### src/rtl/eagen_pkg.sv
package eagen_pkg;
  typedef enum logic [2:0] {
    EA_IND   = 3'd0,
    EA_IDXB  = 3'd1,
    EA_IDXC  = 3'd2,
    EA_ZPG   = 3'd3,
    EA_HPG   = 3'd4,
    EA_HLOFS = 3'd5,
    EA_ABS   = 3'd6,
    EA_RSV   = 3'd7
  } ea_mode_e;
endpackage

### src/rtl/eagen_operand_sel.sv
module eagen_operand_sel
  import eagen_pkg::*;
#(
  parameter int AW = 12,
  parameter int DW = 8
) (
  input  ea_mode_e        mode,
  input  logic [DW-1:0]   h,
  input  logic [DW-1:0]   l,
  input  logic [DW-1:0]   b,
  input  logic [DW-1:0]   c,
  input  logic [DW-1:0]   op0,
  input  logic [DW-1:0]   op1,
  output logic [AW-1:0]   base,
  output logic [DW-1:0]   offs
);
  localparam int HW = AW - DW;

  logic [AW-1:0] ptr;
  assign ptr = {h[HW-1:0], l};

  always_comb begin
    base = ptr;
    offs = '0;
    unique case (mode)
      EA_IND:   begin base = ptr;                   offs = '0;  end
      EA_IDXB:  begin base = ptr;                   offs = b;   end
      EA_IDXC:  begin base = ptr;                   offs = c;   end
      EA_ZPG:   begin base = {{HW{1'b0}}, op0};     offs = '0;  end
      EA_HPG:   begin base = {h[HW-1:0], op0};      offs = '0;  end
      EA_HLOFS: begin base = ptr;                   offs = op0; end
      EA_ABS:   begin base = {op0[HW-1:0], op1};    offs = '0;  end
      EA_RSV:   begin base = ptr;                   offs = '0;  end
      default:  begin base = ptr;                   offs = '0;  end
    endcase
  end
endmodule

### src/rtl/eagen_adder.sv
module eagen_adder #(
  parameter int AW = 12,
  parameter int DW = 8
) (
  input  logic [AW-1:0] base,
  input  logic [DW-1:0] offs,
  output logic [AW-1:0] sum
);
  localparam int HW = AW - DW;

  // Result width equals the address width: carry out of the top bit is lost.
  assign sum = base + {{HW{1'b0}}, offs};
endmodule

### src/rtl/eagen_out_stage.sv
module eagen_out_stage #(
  parameter int AW = 12
) (
  input  logic          clk,
  input  logic          rst_n,
  input  logic          in_valid,
  output logic          in_ready,
  input  logic [AW-1:0] next_addr,
  output logic          out_valid,
  input  logic          out_ready,
  output logic [AW-1:0] out_addr
);
  assign in_ready = !out_valid || out_ready;

  always_ff @(posedge clk or negedge rst_n) begin
    if (!rst_n) begin
      out_valid <= 1'b0;
      out_addr  <= '0;
    end else if (in_ready) begin
      out_valid <= in_valid;
      if (in_valid) out_addr <= next_addr;
    end
  end
endmodule

### src/rtl/eagen_top.sv
module eagen_top
  import eagen_pkg::*;
#(
  parameter int AW = 12,
  parameter int DW = 8
) (
  input  logic          clk,
  input  logic          rst_n,
  input  logic          in_valid,
  output logic          in_ready,
  input  logic [2:0]    in_mode,
  input  logic [DW-1:0] in_h,
  input  logic [DW-1:0] in_l,
  input  logic [DW-1:0] in_b,
  input  logic [DW-1:0] in_c,
  input  logic [DW-1:0] in_op0,
  input  logic [DW-1:0] in_op1,
  output logic          out_valid,
  input  logic          out_ready,
  output logic [AW-1:0] out_addr
);
  logic [AW-1:0] base;
  logic [DW-1:0] offs;
  logic [AW-1:0] sum;

  eagen_operand_sel #(.AW(AW), .DW(DW)) u_sel (
    .mode (ea_mode_e'(in_mode)),
    .h    (in_h),
    .l    (in_l),
    .b    (in_b),
    .c    (in_c),
    .op0  (in_op0),
    .op1  (in_op1),
    .base (base),
    .offs (offs)
  );

  eagen_adder #(.AW(AW), .DW(DW)) u_add (
    .base (base),
    .offs (offs),
    .sum  (sum)
  );

  eagen_out_stage #(.AW(AW)) u_out (
    .clk       (clk),
    .rst_n     (rst_n),
    .in_valid  (in_valid),
    .in_ready  (in_ready),
    .next_addr (sum),
    .out_valid (out_valid),
    .out_ready (out_ready),
    .out_addr  (out_addr)
  );
endmodule

### config.mk
export PLATFORM = sky130hd
export DESIGN_NAME = eagen_top
export DESIGN_NICKNAME = d
export VERILOG_FILES = /design/src/rtl/eagen_pkg.sv /design/src/rtl/eagen_operand_sel.sv /design/src/rtl/eagen_adder.sv /design/src/rtl/eagen_out_stage.sv /design/src/rtl/eagen_top.sv
export SDC_FILE = /design/constraint.sdc
export NUM_CORES = 1
export LEC_CHECK = 0
export ABC_AREA = 1
export BUFFER_PORTS_ARGS = -buffer_cell sky130_fd_sc_hd__buf_4
export CAP_MARGIN = 15
export CORE_UTILIZATION = 48
export DETAILED_ROUTE_END_ITERATION = 10
export HOLD_SLACK_MARGIN = 0.05
export PLACE_DENSITY = 0.87
export SLEW_MARGIN = 25
export SYNTH_ARGS = -nofsm -noshare
export SYNTH_HDL_FRONTEND = slang
export SYNTH_HIERARCHICAL = 1
export SYNTH_SLANG_ARGS = --single-unit
### constraint.sdc
create_clock -name clk -period 1.05 [get_ports clk]
set_input_delay 0.0525 -clock clk [delete_from_list [all_inputs] [get_ports clk]]
set_output_delay 0.0525 -clock clk [all_outputs]
set_load 0.01 [all_outputs]
==> results of run 1 <==
[per-stage QoR]
step	instance area, sq um	hold WS, ps	cells	TNS, ps
after CTS	2760	87.4	418	-4490
after detailed placement	2510	-99.1	407	-8890
after global placement	2510	-99.0	407	-8260
after floorplan	1800	-243	273	-5380
[timing repair]
item | CTS
cloned | 0
setup buffers | 6
hold buffers | 1
pin swaps | 49
gates resized for setup | 45
hold endpoints to repair | 13
endpoints found under the setup margin | 12
[per-layer routing]
layer | track usage [%] | GRT overflow
met5 | 7.94 | 0
met3 | 53.1 | 0
met1 | 72.7 | 0
met2 | 91.2 | 2
met4 | 73.1 | 2
[kinds of logic after synthesis]
family,share of synthesized area [%]
AND/OR/NAND/NOR,58.5
buffers and inverters,8.80
flip-flops,20.6
adder cells (fa/ha/maj),7.61
XOR/XNOR,3.33
AO/OA/AOI/OAI,1.11
[cells in the mapped netlist (2+ instances only)]
cell type  count
nand2_1      141
nand3_1       43
inv_1         19
dfrtp_1       13
nor2_1        13
nand4_1       11
ha_1           8
xor2_1         5
buf_4          4
buf_6          3
a21oi_1        2
nand2_2        2
nand2_4        2
==> metrics, run 1 <==
outcome aborted with a tool error; stage reached global routing; run-stopping error [ERROR GRT-0232] Routing congestion too high. Check the congestion heatmap in the GUI.; Post-Syn Instances 273; Clock Sink Count 13; Initial Utilization 51.3%; FP Rows 20; Post-synth EDFFs 0; H-Tree Depth 1; mapped cell area 0.00158 sq mm; num ports 69; RePlAce Congestion 0.977; I/O Buffers 64; asr flop ratio synth 100%; worst_ep kind register input; post-synthesis sequential area ratio 20.6%; Unique masters post-synth 20; worst endpoint from the post-global-route timing repair u_out/out_addr[8]$_DFFE_PN0P_/D; hpwl dp 4.14 mm; gr ovfl total 4; Syn Area/Cell 5.78 sq um; Synth Net Count 337; largest net degree at the start of global routing 14; die width 59.3 microns; GRT Resource Usage Total 72.1%; total CTS buffers 3; cell taking the most area after synthesis nand2_1; Max clock buf depth 2; Main synth FF type dfrtp_1; #FFs+latches synth 13; post-synth top area share 33.5%; largest cells by area after synthesis nand2_1, dfrtp_1, nand3_1, ha_1, inv_1; CTS Root Buffer Type clkbuf_4; die span in y 59.3 microns; synth warn 6; pre-CTS setup slack -849 ps
==> run 2, diff against run 1 <==
--- a/config.mk
+++ b/config.mk
@@ -8,10 +8,9 @@
 export ABC_AREA = 1
 export BUFFER_PORTS_ARGS = -buffer_cell sky130_fd_sc_hd__buf_4
 export CAP_MARGIN = 15
-export CORE_UTILIZATION = 48
+export CORE_UTILIZATION = 40
 export DETAILED_ROUTE_END_ITERATION = 10
-export HOLD_SLACK_MARGIN = 0.05
-export PLACE_DENSITY = 0.87
+export PLACE_DENSITY_LB_ADDON = 0.15
 export SLEW_MARGIN = 25
 export SYNTH_ARGS = -nofsm -noshare
 export SYNTH_HDL_FRONTEND = slang
==> run 2 against run 1 <==
Net effect: area after synthesis unchanged; the flow now finishes, with violations (setup timing); synthesized cell count unchanged.
==> metrics, run 2 <==
Cells on Worst Hold Path 4; fill count 290; RR Endpoint u_out/out_addr[4]; startpoint types primary input; I/O Buffers 64 (unchanged); vias per cell 5.20; Leakage 1.60 nW; R2R cell count 4; CP Capture Type flop; first-pass GRT wire length 8.63 mm; total CTS buffers 3 (unchanged); Final WS setup -679 ps; min Tclk post-route 1730 ps; RSZ-0062 raised after global routing yes; leading cell type in the layout, fill and taps excluded nand2_1; initial antenna violation count 0; WP data required 1190 ps; Top reg by flops u_out/out_addr; max cap viols 0; Setup Viol. Count Final 12; power per cell area 938 mW/mm^2; DRT iter0 DRCs 98; vias in the first global route 2,034; pins over their slew limit 0; DP Cell Count 409 (+0.49%); Main synth FF type dfrtp_1; CTS tree done; Max IR drop VDD 0.638 mV; Routed wire per std cell 13.6 microns; Max clock buf depth 2 (unchanged); Final ANT Viol Nets 0; layout cells sized above 1 53.5%; outcome finished with violations; final WL 5.70 mm; asr flop ratio synth 100% (unchanged); post-synthesis sequential area ratio 20.6% (unchanged); die area 0.00420 sq mm; overall power 2.71 mW; Multi-input gate area 0.00156 sq mm; CTS Root Buffer Type clkbuf_8; Placed Area 0.00251 sq mm (+0.10%); gr ovfl total 0; die width 64.8 microns (+9.2%); hpwl dp 3.95 mm (-4.8%); R2R Setup Slk 160 ps; H-Tree Depth 1 (unchanged); period utilization 165%; Setup CP Type in -> reg; Unique masters post-synth 20 (unchanged); Top Registers u_out/out_addr (12), u_out/out_valid (1); Synth Net Count 337 (unchanged); FP Rows 22 (+10%); die span in y 64.8 microns (+9.2%); Clock Skews 2.58 ps; largest cells by area after synthesis nand2_1, dfrtp_1, nand3_1, ha_1, inv_1; Initial Utilization 42.5% (-8.8 points); mapped cell area 0.00158 sq mm (unchanged); Nets 437; commonest cells after routing, fill and taps aside nand2_1, buf_4, nand2_2; Final Util 77.9%; Worst-path clk slew 50 ps; Crit Reg-Reg Startpoint u_out/out_valid; DRC 0; hold_sp out_ready; failing checks setup timing; crit path max fanout 4; hold endpoint u_out/out_valid; commonest cells in the netlist nand2_1, nand3_1, inv_1, dfrtp_1, nor2_1; GRT Resource Usage Total 26.1%; Post-Syn Instances 273 (unchanged); Slew headroom 82.6%; # diodes 0; Slew @ Worst Pin 260 ps; drt pass-1 iters 4; FF/Latch Area 325 sq um; RePlAce Congestion 0.856 (-12%); largest net degree at the start of global routing 14; worst hold path type in -> reg; synth warn 6 (unchanged); Hold WS 128 ps; post-synth top area share 33.5% (unchanged); Post-synth EDFFs 0 (unchanged); num ports 69 (unchanged); Post-Layout Cell Count 420; cell taking the most area after synthesis nand2_1; Largest register FFs 12; clk_lat worst skew 240 ps; Syn Area/Cell 5.78 sq um (unchanged); core area 0.00372 sq mm; Final Hold Vio Count 0; Max Clk Rate 579 MHz; #FFs+latches synth 13 (unchanged); Vias 2,183; Area growth syn-to-layout 83.4%; crit path DAT 1860 ps; fin area 0.00289 sq mm; most numerous cell in the Yosys netlist nand2_1; Clock Sink Count 13 (unchanged)
-- run 2: cell counts after synthesis --
No cell type changed its count.
-- run 2: critical path, stage by stage --
cell	delay, ps
buf_8	80
clkinvlp_4	150
nor3_4	320
buf_6	150
nand2_1	60
nand3_2	70
ha_4	220
nand2_4	100
inv_1	80
a21oi_2	210
nand3_2	100
nand2_1	80
nand2_1	80
nand3_2	60
nand2_1	40
-- run 2: report_power, final --
part	internal, mW	switching (mW)	total [mW]	leakage, nW
combinational	0.790	0.811	1.60	1.42
sequential	0.611	0.0602	0.671	0.161
clock	0.268	0.174	0.442	0.0228
-- run 2: metal layers --
metal	GRT usage, %	part of all wire, %	up-vias
li1	-	-	1079
met1	33.7	42	1015
met2	44.1	50	75
met3	4.75	5.6	14
met4	7.50	2.2	0
met5	0	0	-
-- run 2: repair_timing --
item / 4_1_cts / 5_1_grt
hold buffers: 1 / 0
cloned: 0 / 0
resized for setup: 35 / 46
pin swaps: 40 / 45
setup endpoints to repair: 12 / 11
buffers inserted: 4 / 3
endpoints found under the hold margin: 13 / 0
-- run 2: worst max path at each step --
stage | from | end | slack [ps]
4_1_cts | in_mode[1] | u_out/out_addr[8] | -510
6_report | in_mode[1] | u_out/out_addr[9] | -680
3_5_place_dp | in_mode[1] | u_out/out_addr[8] | -860
3_3_place_gp | in_mode[1] | u_out/out_addr[8] | -830
5_1_grt | in_mode[1] | u_out/out_addr[9] | -740
2_1_floorplan | in_mode[1] | u_out/out_addr[8] | -620
-- run 2: area by class of cell --
type,instances,area share [%]
tap,48,2.08
timing repair buffer,102,28.1
sequential,13,11.2
inverter,20,3.07
multi-input combinational,233,53.9
clock buffer,4,1.56
-- run 2: cell families after synthesis --
kind of cell | count (synthesis) | synth area share, %
simple gates | 215 | 58.5
buf+inv | 27 | 8.80
flops | 13 | 20.6
fa+ha+maj | 9 | 7.61
xor+xnor | 6 | 3.33
compound gates | 3 | 1.11
-- run 2: metrics by stage --
step | TNS, ps | worst slack, ps
floorplan | -5380 | -619
detailed placement | -9100 | -859
global route | -6890 | -735
global placement | -8880 | -828
finish | -6140 | -679
CTS | -5060 | -505
Note: power is estimated with default switching activity, not from simulation.
==> run 3, diff against run 2 <==
--- a/config.mk
+++ b/config.mk
@@ -5,7 +5,6 @@
 export SDC_FILE = /design/constraint.sdc
 export NUM_CORES = 1
 export LEC_CHECK = 0
-export ABC_AREA = 1
 export BUFFER_PORTS_ARGS = -buffer_cell sky130_fd_sc_hd__buf_4
 export CAP_MARGIN = 15
 export CORE_UTILIZATION = 40
==> constraint.sdc (replaced) <==
create_clock -name clk -period 1.9 [get_ports clk]
set_input_delay 0.095 -clock clk [delete_from_list [all_inputs] [get_ports clk]]
set_output_delay 0.095 -clock clk [all_outputs]
set_load 0.01 [all_outputs]
==> run 3 against run 2 <==
Net effect: the run still ends with setup timing left; non-clock buffer count up 5; register-to-register slack better by 590 ps; sequential share of layout area up 1.6 points; sequential power down 38%; count of clock-buffer cells in the layout unchanged; global-route usage down 2.6 points; total power down 42%.
==> metrics, run 3 <==
GRT Resource Usage Total 23.6% (-2.6 points); Synth Net Count 240 (-29%); DRT iter0 DRCs 67 (-32%); drt pass-1 iters 4 (unchanged); largest cells by area after synthesis dfrtp_1, mux2_4, ha_1, mux2i_1, o32ai_1; Final ANT Viol Nets 0 (unchanged); DRC 0 (unchanged); FP Rows 22 (unchanged); leading cell type in the layout, fill and taps excluded buf_4; Setup CP Type in -> reg; min Tclk post-route 2250 ps; Leakage 1.21 nW (-24%); Syn Area/Cell 9.02 sq um (+56%); Clock Skews 1.54 ps (-1.04 ps); power per cell area 619 mW/mm^2 (-34%); crit path max fanout 8 (+4); max cap viols 0 (unchanged); total CTS buffers 3 (unchanged); mapped cell area 0.00159 sq mm (+0.63%); asr flop ratio synth 100% (unchanged); vias in the first global route 1,715 (-16%); Vias 1,723 (-21%); gr ovfl total 0 (unchanged); RePlAce Congestion 0.863 (+0.77%); post-synth top area share 20.5% (-13 points); pins over their slew limit 0 (unchanged); Max clock buf depth 2 (unchanged); largest net degree at the start of global routing 14 (unchanged); RR Endpoint u_out/out_addr[11]; post-synthesis sequential area ratio 20.5% (-0.13 points); # diodes 0 (unchanged); overall power 1.57 mW (-42%); hpwl dp 3.62 mm (-8.3%); crit path DAT 2430 ps (+570 ps); die span in y 65.0 microns (+0.31%); first-pass GRT wire length 7.64 mm (-11%); final WL 4.56 mm (-20%); Worst setup startpoint in_mode[1]; Setup Viol. Count Final 9 (-3); Initial Utilization 42.4% (-0.045 points); core area 0.00374 sq mm (+0.74%); vias per cell 5.32 (+2.3%); Max IR drop VDD 0.288 mV (-55%); synth warn 6 (unchanged); Top Registers u_out/out_addr (12), u_out/out_valid (1); R2R Setup Slk 750 ps (+590 ps); Slew headroom 74.2% (-8.4 points); Slew @ Worst Pin 385 ps (+125 ps); Setup TNS Final -2140 ps (+4000 ps); outcome finished with violations; R2R cell count 3 (-1); clk_lat worst skew 240 ps (about the same); Setup crit end u_out/out_addr[8]; Area growth syn-to-layout 59.8%; Post-Syn Instances 176 (-36%); Worst-path clk slew 50 ps (about the same); Top reg by flops u_out/out_addr; die width 65.0 microns (+0.31%); #FFs+latches synth 13 (unchanged); Nets 341 (-22%); Clock Sink Count 13 (unchanged); period utilization 119%; die area 0.00423 sq mm (+0.62%); Max Clk Rate 444 MHz; initial antenna violation count 0 (unchanged); Hold WS 68.8 ps (-59.2 ps); num ports 69 (unchanged); H-Tree Depth 1 (unchanged); failing checks setup timing; commonest cells in the netlist nand2_1, a21oi_1, dfrtp_1, mux2_4, o21ai_0; CTS Root Buffer Type clkbuf_8; Final WS setup -354 ps (+324 ps); WP data required 2080 ps (+890 ps); CP Capture Type flop; layout cells sized above 1 54.3% (+0.85 points); RSZ-0062 raised after global routing yes; cell taking the most area after synthesis dfrtp_1; startpoint types primary input; Unique masters post-synth 51 (+160%); worst hold path type in -> reg; CTS tree done; Main synth FF type dfrtp_1; Largest register FFs 12 (unchanged); most numerous cell in the Yosys netlist nand2_1; Final Hold Vio Count 0 (unchanged); Crit Reg-Reg Startpoint u_out/out_valid; Post-synth EDFFs 0 (unchanged); I/O Buffers 64 (unchanged); Routed wire per std cell 14.1 microns (+3.7%); commonest cells after routing, fill and taps aside buf_4, nand2_1, dfrtp_1
## run 3: cell count changes after synthesis, moves of 9 or more
| cell | delta |
|---|---|
| a21oi_1 | +11 |
| nand2_1 | -124 |
| o21ai_0 | +10 |
| nand4_1 | -9 |
| nand3_1 | -40 |
| mux2_4 | +10 |
| inv_1 | -15 |
## run 3: stage by stage
step                utilization, %  cell area (sq um)  worst slack [ps]  std cells
floorplan                        -               1620              -471        176
global placement              62.7               2350              -669        315
detailed placement            62.7               2350              -748        315
CTS                           66.1               2470              -354        320
global route                  67.8               2540              -460        324
finish                        67.8               2540              -354        324
## run 3: how the worst min path moves through the flow
stage	startpoint	endpoint	slack, ps	depth (start not counted)
after global placement	rst_n	u_out/out_addr[0]	-50	1
after floorplan	rst_n	u_out/out_addr[0]	-200	0
after detailed placement	rst_n	u_out/out_addr[4]	-50	1
final	in_valid	u_out/out_valid	70	2
after CTS	in_valid	u_out/out_valid	60	2
after global routing	in_valid	u_out/out_valid	70	2
## run 3: cell families after synthesis
family | synth area share [%]
compound gates | 28.8
simple gates | 17.0
xor+xnor | 3.31
mux | 15.9
buf+inv | 6.85
fa+ha+maj | 7.57
flops | 20.5
## run 3: critical path: stages
cell and delay (ps):
buf_8 100, or3b_4 450, o32ai_2 140, a21oi_1 70, ha_2 200, fa_2 350
a211oi_2 250, o21ai_2 130, a2111oi_2 320, nand4b_1 170, mux2_4 160
## run 3: report_power, final
part / internal [mW] / total, mW / switching [mW] / leakage (nW)
combinational: 0.535 / 0.916 / 0.381 / 1.04
sequential: 0.363 / 0.415 / 0.0519 / 0.149
clock: 0.148 / 0.240 / 0.0924 / 0.0228
## run 3: timing repair
action / 4_1_cts / 5_1_grt
buffers inserted: 0 / 4
gates resized for setup: 15 / 8
setup endpoints to repair: 10 / 9
endpoints found under the hold margin: 13 / 0
hold buffers: 1 / 0
pin swaps: 7 / 10
## run 3: area by class of cell
class / count / area, sq um
inverter: 4 / 15.0
sequential: 13 / 325
multi-input combinational: 148 / 1260
clock buffer: 4 / 45.0
fill: 329 / 1210
timing repair buffer: 107 / 828
tap: 48 / 60.1
## run 3: routing by layer
metal / up-vias / track usage, % / part of all wire (%)
li1: 877 / - / -
met1: 804 / 29.3 / 43
met2: 38 / 42.2 / 52
met3: 4 / 3.17 / 4.4
met4: 0 / 5.83 / 1.1
met5: - / 0 / 0
